## src/rtl/sdl_pkg.sv

```systemverilog
`timescale 1ns/1ps
package sdl_pkg;

  typedef enum logic [2:0] {
    ST_IDLE,
    ST_SETUP,
    ST_HIGH,
    ST_GAP,
    ST_STROBE,
    ST_SETTLE
  } sdl_state_e;

  // cycles covering a nanosecond minimum, never fewer than one
  function automatic int ns_to_cyc(input int ns, input int per);
    int c;
    c = (ns + per - 1) / per;
    if (c < 1) c = 1;
    return c;
  endfunction

  function automatic int imax(input int a, input int b);
    return (a > b) ? a : b;
  endfunction

endpackage

```

## src/rtl/sdl_timer.sv

```systemverilog
`timescale 1ns/1ps
module sdl_timer #(
  parameter int W = 8
) (
  input  logic         clk,
  input  logic         rst_n,
  input  logic         load_i,
  input  logic [W-1:0] val_i,
  output logic         zero_o
);

  logic [W-1:0] cnt_q, cnt_d;
  logic         cnt_en;

  assign cnt_en = load_i | (cnt_q != '0);

  always_comb begin
    cnt_d = cnt_q;
    if (load_i) cnt_d = val_i;
    else if (cnt_q != '0) cnt_d = cnt_q - 1'b1;
  end

  always_ff @(posedge clk or negedge rst_n) begin
    if (!rst_n) cnt_q <= '0;
    else if (cnt_en) cnt_q <= cnt_d;
  end

  assign zero_o = (cnt_q == '0);

endmodule

```

## src/rtl/sdl_shifter.sv

```systemverilog
`timescale 1ns/1ps
module sdl_shifter #(
  parameter int NB = 16
) (
  input  logic          clk,
  input  logic          rst_n,
  input  logic          cap_i,
  input  logic          shift_i,
  input  logic [NB-1:0] word_i,
  output logic          msb_o,
  output logic          last_o
);

  localparam int CW = (NB > 1) ? $clog2(NB) : 1;

  logic [NB-1:0] sh_q, sh_d;
  logic [CW-1:0] left_q, left_d;
  logic          sh_en;

  assign sh_en = cap_i | shift_i;

  always_comb begin
    sh_d   = sh_q;
    left_d = left_q;
    if (cap_i) begin
      sh_d   = word_i;
      left_d = CW'(NB - 1);
    end else if (shift_i) begin
      sh_d   = {sh_q[NB-2:0], 1'b0};
      left_d = left_q - 1'b1;
    end
  end

  always_ff @(posedge clk or negedge rst_n) begin
    if (!rst_n) begin
      sh_q   <= '0;
      left_q <= '0;
    end else if (sh_en) begin
      sh_q   <= sh_d;
      left_q <= left_d;
    end
  end

  assign msb_o  = sh_q[NB-1];
  assign last_o = (left_q == '0);

endmodule

```

## src/rtl/serial_load_ctrl.sv

```systemverilog
`timescale 1ns/1ps
module serial_load_ctrl
  import sdl_pkg::*;
#(
  parameter int CHAIN_LEN     = 2,
  parameter int CLK_PERIOD_NS = 5,
  parameter int SETUP_NS      = 75,
  parameter int HOLD_NS       = 75,
  parameter int CLK_WIDTH_NS  = 150,
  parameter int CLK_TO_STB_NS = 300,
  parameter int STB_WIDTH_NS  = 100,
  parameter int SETTLE_NS     = 500
) (
  input  logic                   clk,
  input  logic                   rst_n,
  input  logic                   start_i,
  input  logic [8*CHAIN_LEN-1:0] word_i,
  input  logic                   blank_i,
  output logic                   ser_data_o,
  output logic                   shift_clk_o,
  output logic                   strobe_o,
  output logic                   enable_o,
  output logic                   busy_o,
  output logic                   done_o
);

  localparam int NB       = 8 * CHAIN_LEN;
  localparam int CYC_SU   = ns_to_cyc(SETUP_NS, CLK_PERIOD_NS);
  localparam int CYC_HOLD = ns_to_cyc(HOLD_NS, CLK_PERIOD_NS);
  localparam int CYC_CW   = ns_to_cyc(CLK_WIDTH_NS, CLK_PERIOD_NS);
  localparam int CYC_C2S  = ns_to_cyc(CLK_TO_STB_NS, CLK_PERIOD_NS);
  localparam int CYC_STB  = ns_to_cyc(STB_WIDTH_NS, CLK_PERIOD_NS);
  localparam int CYC_SET  = ns_to_cyc(SETTLE_NS, CLK_PERIOD_NS);
  localparam int LEN_SU   = imax(CYC_SU, CYC_CW);
  localparam int LEN_HI   = imax(CYC_CW, CYC_HOLD);
  localparam int LEN_GAP  = imax(CYC_C2S - LEN_HI, 1);
  localparam int LEN_MAX  = imax(imax(LEN_SU, LEN_HI), imax(imax(LEN_GAP, CYC_STB), CYC_SET));
  localparam int TW       = $clog2(LEN_MAX + 1);
  localparam int AW       = TW + 1;

  // reset: asynchronous assert, synchronous release
  logic [1:0] rsync_q;
  logic       rst_sn;

  always_ff @(posedge clk or negedge rst_n) begin
    if (!rst_n) rsync_q <= 2'b00;
    else        rsync_q <= {rsync_q[0], 1'b1};
  end
  assign rst_sn = rsync_q[1];

  sdl_state_e     st_q, st_d;
  logic           ld, tmr_zero, cap, shift, msb, last_bit;
  logic [TW-1:0]  ld_val;
  logic           blank_q;

  sdl_timer #(.W(TW)) u_timer (
    .clk    (clk),
    .rst_n  (rst_sn),
    .load_i (ld),
    .val_i  (ld_val),
    .zero_o (tmr_zero)
  );

  sdl_shifter #(.NB(NB)) u_shift (
    .clk     (clk),
    .rst_n   (rst_sn),
    .cap_i   (cap),
    .shift_i (shift),
    .word_i  (word_i),
    .msb_o   (msb),
    .last_o  (last_bit)
  );

  // next-state decode
  always_comb begin
    st_d   = st_q;
    ld     = 1'b0;
    ld_val = '0;
    cap    = 1'b0;
    shift  = 1'b0;
    unique case (st_q)
      ST_IDLE: if (start_i) begin
        st_d = ST_SETUP; ld = 1'b1; ld_val = TW'(LEN_SU - 1); cap = 1'b1;
      end
      ST_SETUP: if (tmr_zero) begin
        st_d = ST_HIGH; ld = 1'b1; ld_val = TW'(LEN_HI - 1);
      end
      ST_HIGH: if (tmr_zero) begin
        if (last_bit) begin
          st_d = ST_GAP; ld = 1'b1; ld_val = TW'(LEN_GAP - 1);
        end else begin
          st_d = ST_SETUP; ld = 1'b1; ld_val = TW'(LEN_SU - 1); shift = 1'b1;
        end
      end
      ST_GAP: if (tmr_zero) begin
        st_d = ST_STROBE; ld = 1'b1; ld_val = TW'(CYC_STB - 1);
      end
      ST_STROBE: if (tmr_zero) begin
        st_d = ST_SETTLE; ld = 1'b1; ld_val = TW'(CYC_SET - 1);
      end
      ST_SETTLE: if (tmr_zero) st_d = ST_IDLE;
      default: st_d = ST_IDLE;
    endcase
  end

  always_ff @(posedge clk or negedge rst_sn) begin
    if (!rst_sn) st_q <= ST_IDLE;
    else         st_q <= st_d;
  end

  always_ff @(posedge clk or negedge rst_sn) begin
    if (!rst_sn)  blank_q <= 1'b0;
    else if (cap) blank_q <= blank_i;
  end

  assign shift_clk_o = (st_q == ST_HIGH);
  assign strobe_o    = (st_q == ST_STROBE);
  assign ser_data_o  = ((st_q == ST_SETUP) || (st_q == ST_HIGH)) ? msb : 1'b0;
  assign enable_o    = blank_q & ((st_q == ST_SETUP) || (st_q == ST_HIGH) ||
                                  (st_q == ST_GAP)   || (st_q == ST_STROBE));
  assign busy_o      = (st_q != ST_IDLE);
  assign done_o      = (st_q == ST_SETTLE) && tmr_zero;

  // ---------------- interval observers for the assertions ----------------
  function automatic logic [AW-1:0] sat_inc(input logic [AW-1:0] x);
    return (x == '1) ? x : x + 1'b1;
  endfunction

  logic          clk_d, dat_d;
  logic [AW-1:0] hi_run, lo_run, dat_age, rise_age, stb_run;

  always_ff @(posedge clk or negedge rst_sn) begin
    if (!rst_sn) begin
      clk_d    <= 1'b0;
      dat_d    <= 1'b0;
      hi_run   <= '0;
      lo_run   <= '1;
      dat_age  <= '1;
      rise_age <= '1;
      stb_run  <= '0;
    end else begin
      clk_d    <= shift_clk_o;
      dat_d    <= ser_data_o;
      hi_run   <= shift_clk_o ? sat_inc(hi_run) : '0;
      lo_run   <= shift_clk_o ? '0 : sat_inc(lo_run);
      dat_age  <= (ser_data_o != dat_d) ? AW'(1) : sat_inc(dat_age);
      rise_age <= (shift_clk_o && !clk_d) ? AW'(1) : sat_inc(rise_age);
      stb_run  <= strobe_o ? sat_inc(stb_run) : '0;
    end
  end


  clk_high_width_chk: assert property (@(posedge clk) disable iff (!rst_sn)
    $fell(shift_clk_o) |-> hi_run >= AW'(CYC_CW));

  clk_low_width_chk: assert property (@(posedge clk) disable iff (!rst_sn)
    $rose(shift_clk_o) |-> lo_run >= AW'(CYC_CW));

  data_setup_chk: assert property (@(posedge clk) disable iff (!rst_sn)
    $rose(shift_clk_o) |-> dat_age >= AW'(CYC_SU));

  data_hold_chk: assert property (@(posedge clk) disable iff (!rst_sn)
    shift_clk_o |-> $stable(ser_data_o));

  clk_to_strobe_chk: assert property (@(posedge clk) disable iff (!rst_sn)
    $rose(strobe_o) |-> rise_age >= AW'(CYC_C2S));

  strobe_width_chk: assert property (@(posedge clk) disable iff (!rst_sn)
    $fell(strobe_o) |-> stb_run >= AW'(CYC_STB));

  strobe_clk_excl_chk: assert property (@(posedge clk) disable iff (!rst_sn)
    strobe_o |-> !shift_clk_o);

  done_single_chk: assert property (@(posedge clk) disable iff (!rst_sn)
    done_o |=> (!done_o && !busy_o));

  busy_hold_chk: assert property (@(posedge clk) disable iff (!rst_sn)
    (busy_o && !done_o) |=> busy_o);

  idle_quiet_chk: assert property (@(posedge clk) disable iff (!rst_sn)
    !busy_o |-> (!enable_o && !shift_clk_o && !strobe_o));

endmodule

```

## config.mk

```make
export PLATFORM = sky130hd
export DESIGN_NAME = serial_load_ctrl
export DESIGN_NICKNAME = d
export VERILOG_FILES = /design/src/rtl/sdl_pkg.sv /design/src/rtl/sdl_timer.sv /design/src/rtl/sdl_shifter.sv /design/src/rtl/serial_load_ctrl.sv
export SDC_FILE = /design/constraint.sdc
export NUM_CORES = 1
export LEC_CHECK = 0
export ABC_AREA = 1
export CORE_MARGIN = 2
export CORE_UTILIZATION = 35
export DETAILED_ROUTE_END_ITERATION = 10
export DONT_BUFFER_PORTS = 1
export GPL_TIMING_DRIVEN = 0
export PLACE_DENSITY = 0.58
export SLEW_MARGIN = 40
export SYNTH_ARGS = -nofsm -noshare
export SYNTH_HDL_FRONTEND = slang
export SYNTH_SLANG_ARGS = --single-unit
```

## constraint.sdc

```tcl
create_clock -name clk -period 2 [get_ports clk]
set_input_delay 0.2 -clock clk [delete_from_list [all_inputs] [get_ports clk]]
set_output_delay 0.2 -clock clk [all_outputs]
set_load 0.05 [all_outputs]
```

* Word-level counts from Yosys, hierarchy flattened *
Cells that the tools add are included.

word-level totals
  register bits = 33
  output and inout port bits = 6
  word-level logic and storage cells = 65

cells by class
  eq/ne operators = 11
  $add $sub $neg = 2
  multiplexer cells = 27
  reduce and logical (&&, ||, !) cells = 16
  bitwise operators = 3

operators with widths
  cell                                                                     number
  16-bit two-way mux                                                       2
  7-bit case mux with 4 select lines                                       1
  7-bit two-way mux                                                        3
  3-bit two-way mux                                                        6
  3-bit case mux with 6 select lines                                       1
  5-bit two-way mux                                                        3
  4-bit two-way mux                                                        2
  2-bit inequality test, second input constant                             4
  7-bit zero test                                                          1
  1-bit two-way mux                                                        7
  7-bit nonzero test                                                       1
  7-bit by 1-bit subtractor with 7-bit output, second input constant       1
  3-bit by 2-bit == test with 1-bit output, second input constant          2
  3-bit == test, second input constant                                     2
  6-bit AND reduction                                                      1
  4-bit zero test                                                          1
  2-bit by 1-bit inequality test with 1-bit output, second input constant  2
  2-bit AND reduction                                                      2
  2-bit nonzero test                                                       2
  4-bit OR reduction                                                       1
  4-bit by 1-bit subtractor with 4-bit output, second input constant       1
  3-bit by 1-bit == test with 1-bit output, second input constant          1
  3-bit zero test                                                          1
  1-bit logical OR                                                         3
  other kinds (7)                                                          8

* Longest topological paths before layout *
  depth in word-level cells = 6
  mapped depth = 9
  gate-level depth less buffers = 9

* Cells and area by module *
Synthesis repeated with hierarchy kept, for this count alone.

second synthesis, totals
  cell total of the unflattened synthesis = 238
  area, all modules = 1859.3 µm²

by module, submodules not included
  module            seq. area each (µm²)  cells an instance  area each (µm²)  times used
  sdl_shifter       500.5                 108                947.2            1
  sdl_timer         175.2                 73                 505.5            1
  serial_load_ctrl  150.1                 57                 406.6            1

* Worst setup path before layout *
No wires, ideal clock.

  kind = reg2out
  from = register u_timer.cnt_q[0]
  to = output done_o
  buffers on the path = 0
  path slack = -692 ps
  data arrival time = 2492 ps
  cell stages (with the launch flop) = 7
  cell sequence = dfrtp_1 -> inv_1 -> ha_1 -> nand2_1 -> nor2_8 -> inv_1 -> nor4_1

on the way
  word-level cells in the longest chain between the ends = 2

RTL lines
  element                 line                     RTL
  start, declared         sdl_timer.sv:12          logic [W-1:0] cnt_q, cnt_d;
  start signal, assigned  sdl_timer.sv:25          else if (cnt_en) cnt_q <= cnt_d;
  7-bit zero test         sdl_timer.sv:28          assign zero_o = (cnt_q == '0);
  1-bit logical AND       serial_load_ctrl.sv:122  assign done_o = (st_q == ST_SETTLE) && tmr_zero;
  end, declared           serial_load_ctrl.sv:24   output logic done_o

No other way between the ends.

* Worst setup path after layout *
  from = register st_q[2]
  to = output enable_o

on the way
  word-level cells in the longest chain between the ends = 5
  elaborated cells on any way between the ends = 8
  those cells by class = 4 x eq/ne; 1 x bitwise; 3 x reduce/logical

RTL lines
  element                                                                                                      line                     RTL
  start, declared                                                                                              serial_load_ctrl.sv:51   sdl_state_e st_q, st_d;
  start signal, assigned                                                                                       serial_load_ctrl.sv:108  else st_q <= st_d;
  3-bit by 1-bit == test with 1-bit output / 3-bit by 2-bit == test with 1-bit output (equally long branches)  serial_load_ctrl.sv:119  assign enable_o = blank_q & ((st_q == ST_SETUP) || (st_q == ST_HIGH) ||
  1-bit logical OR (2 in a row)                                                                                serial_load_ctrl.sv:119
  1-bit logical OR *                                                                                           serial_load_ctrl.sv:120  (st_q == ST_GAP) || (st_q == ST_STROBE));
  1-bit AND *                                                                                                  serial_load_ctrl.sv:119
  end, declared                                                                                                serial_load_ctrl.sv:22   output logic enable_o,

Every way passes the cells marked *; elsewhere a longest branch is shown, timed or not.

==> impl_metrics.yaml <==
sta:
  hold_viol_final: 0
  rsz0062_at_grt: "false"
  worst_pin_slew_ns: 0.734
  finClkSkew_ns: 0.00935
  min_period_ns: 1.87
  tns_ns: 0
  setup_viol: 0
  drv_slew: 0
  period_share: 0.936
  slew_headroom: 0.507
  fmax_ghz: 0.534
floorplanning:
  die_w_um: 77.4
  die-area_um2: 5990
  die_y_um: 77.4
  start_util: 0.367
  coreArea_um2: 5140
  io_pins: 26
  rows: 26
clock_tree:
  cts-root-buf: "clkbuf_8"
  cts_buffer_depth: 2
  clk_pin_slew_ns: 0.07
  clock_latency_ns: 0.28
  clock-sinks: 33
  cts_max_level: 2
  cts_tree: "yes"
  cts_made_buffers: 5
placement:
  dpl.hpwl_um: 2920
  io_buffers: 0
  gp_congestion: 0.785
  placement.cell_area_um2: 1990
power_and_ir_drop:
  ir_drop_v: 0.000410
  powerDensity_nw_per_um2: 543
  leakagePower_nw: 1.11
  power_mw: 1.17
run:
  maxCapViolCount: 0
route:
  antenna_left: 0
  vias: 1619
  remaining_drc_errors: 0
  drt-initial-drc-count: 78
  first_pass_iters: 4
  routed_wl_um: 4020
  wl_per_cell_um: 11.8
  viasPerCell: 4.76
setup_path:
  r2r_cells: 7
  r2r-end: "u_shift.sh_q[8]"
  cp_num_cells: 5
  crit_arrival_ns: 1.67
  startpoint: "st_q[2]"
  cp_slowest_cell: "nor2_2"
  critPathLaunchType: "flop"
  max_stage_delay_ns: 0.45
  critPathMaxFanout: 7
  reg2reg_from: "st_q[0]"
  worstSetupPathType: "reg2out"
  path_delay_family: "simple AND/OR/NAND/NOR gates"
  cpMostUsedCell: "inv_1"
  crit_required_ns: 1.80
  crit_end: "enable_o"
  path_buf_inv: 2
  cp-end-kind: "primary output"
  crit_chain: "inv_1 > o21ai_0 > nand2_1 > inv_1 > nor2_2"
  reg2reg_slack_ns: 0.20
global_route:
  grt.met2_usage: 0.235
  grt.total_usage: 0.143
  grt_first_pass_wirelength_um: 6840
  grt-ovfl-total: 0
  grt_use_met1: 0.186
  grt_antenna_before_repair: 0
  grt.busiest_layer: "met2"
  first_global_vias: 1509
  met3_usage: 0.0337
  grt_max_degree: 32
cells_and_area:
  final_nets: 292
  fin_area_um2: 2160
  drive_above_1_share: 0.156
  diodes: 0
  syn_to_final_growth_pct: 14.9
  fillCellCount: 558
yosys:
  synth_top_area_share: 0.438
  synth-warning-count: 0
  synth_nets: 278
  seq_area_frac_synth: 0.438
  synth_area_leaders: "dfrtp_1 (44%), nand2_1 (17%), nand3_1 (8.2%), inv_1 (7.6%), o21ai_0 (5.6%)"
  yosysTopAreaCell: "dfrtp_1"
  synth.ff_latch_count: 33
  avgSynthCellArea_um2: 7.39
  synthesis.area_um2: 1880
  yosysUniqueCellTypes: 28
  syn-instance-count: 255
worst_hold_path:
  whs_path_depth: 2
  min_path_type: "in2reg"
status:
  status: "completed"
[sequential cells by signal, indices dropped and copies added, names as in the netlist]
name and flops:
u_shift.sh_q 16, u_timer.cnt_q 7, blank_q 1, u_shift.left_q 4
st_q 3, rsync_q 2
[timing repair]
action	4_1_cts	5_1_grt
buffers inserted	6	0
setup endpoints to repair	1	16
hold buffers	1	0
endpoints found under the hold margin	2	0
pin swaps	4	1
resized for setup	9	2
[cells in the final DEF, fill, tap and decap left out, types with 3 or more instances in the layout]
master,synthesis,layout
nand3_1,31,31
nand4_1,4,4
o21ai_0,21,21
dfrtp_1,33,32
o21ai_2,3,3
inv_1,38,34
clkbuf_1,2,3
clkbuf_8,0,5
buf_4,1,7
nand2_1,83,82
buf_2,4,4
nor2_2,2,4
nor2_1,8,5
a21oi_1,4,4
inv_2,1,3
[worst min-delay path by stage]
stage / slack (ns) / startpoint / endpoint
detailed placement: -0.1 / rst_n / rsync_q[0]
CTS: 0.03 / blank_i / blank_q
finish: 0.04 / word_i[0] / u_shift.sh_q[0]
global route: 0.05 / word_i[0] / u_shift.sh_q[0]
floorplan: -0.1 / rst_n / rsync_q[0]
global placement: -0.1 / rst_n / rsync_q[0]
[synthesized netlist by cell type, drive strengths merged]
cell type and count:
inv 39, o21ai 26, nand3b 2, nor3 1, xor2 2, nand2 85
buf 7, conb 1, nor2 11, nand4 4, ha 3, nor4 1
dfrtp 33, clkbuf 2, a21oi 4, xnor2 1, nand3 33
[cells by family (layout without fill, tap and decap cells)]
family                   count (synthesis)  count (layout)  share of synthesized area
AND/OR/NAND/NOR                        137             137                      0.332
buffers and inverters                   48              63                      0.108
flip-flops                              33              33                      0.438
AO/OA/AOI/OAI                           30              30                     0.0857
adder cells (fa/ha/maj)                  3               3                     0.0199
XOR/XNOR                                 3               3                     0.0139
other                                    1               1                    0.00199
[power by group]
part           switching (mW)  internal (mW)
sequential             0.0123          0.669
combinational         0.00481        0.00379
clock                   0.243          0.241
total                   0.261          0.914
[through the flow]
step	util	std cells	hold WS, ns	worst slack, ns
after floorplan	-	255	-0.0956	0.201
after global placement	0.387	325	-0.0955	0.00628
after detailed placement	0.388	325	-0.0955	0.00961
after CTS	0.419	340	0.0299	-0.0149
after global routing	0.421	340	0.0507	0.0225
final	0.421	340	0.0355	0.128
[layer usage]
metal  vias to the layer above  part of all wire
met5                         -                 0
met4                         0             0.013
met3                         5             0.036
met2                        30              0.47
met1                       752              0.48
li1                        832                 -
[layout make-up]
type                            count  area (um^2)  area share
Multi-Input combinational cell    174          902       0.417
Tap cell                           70         87.6      0.0405
Sequential cell                    33          827       0.382
Timing Repair Buffer                7         55.1      0.0254
Clock buffer                        6         72.6      0.0335
Inverter                           39          153      0.0705
Clock inverter                      2         10.0     0.00462
Buffer                              9         57.6      0.0266
(Power assumes the default switching activity.)
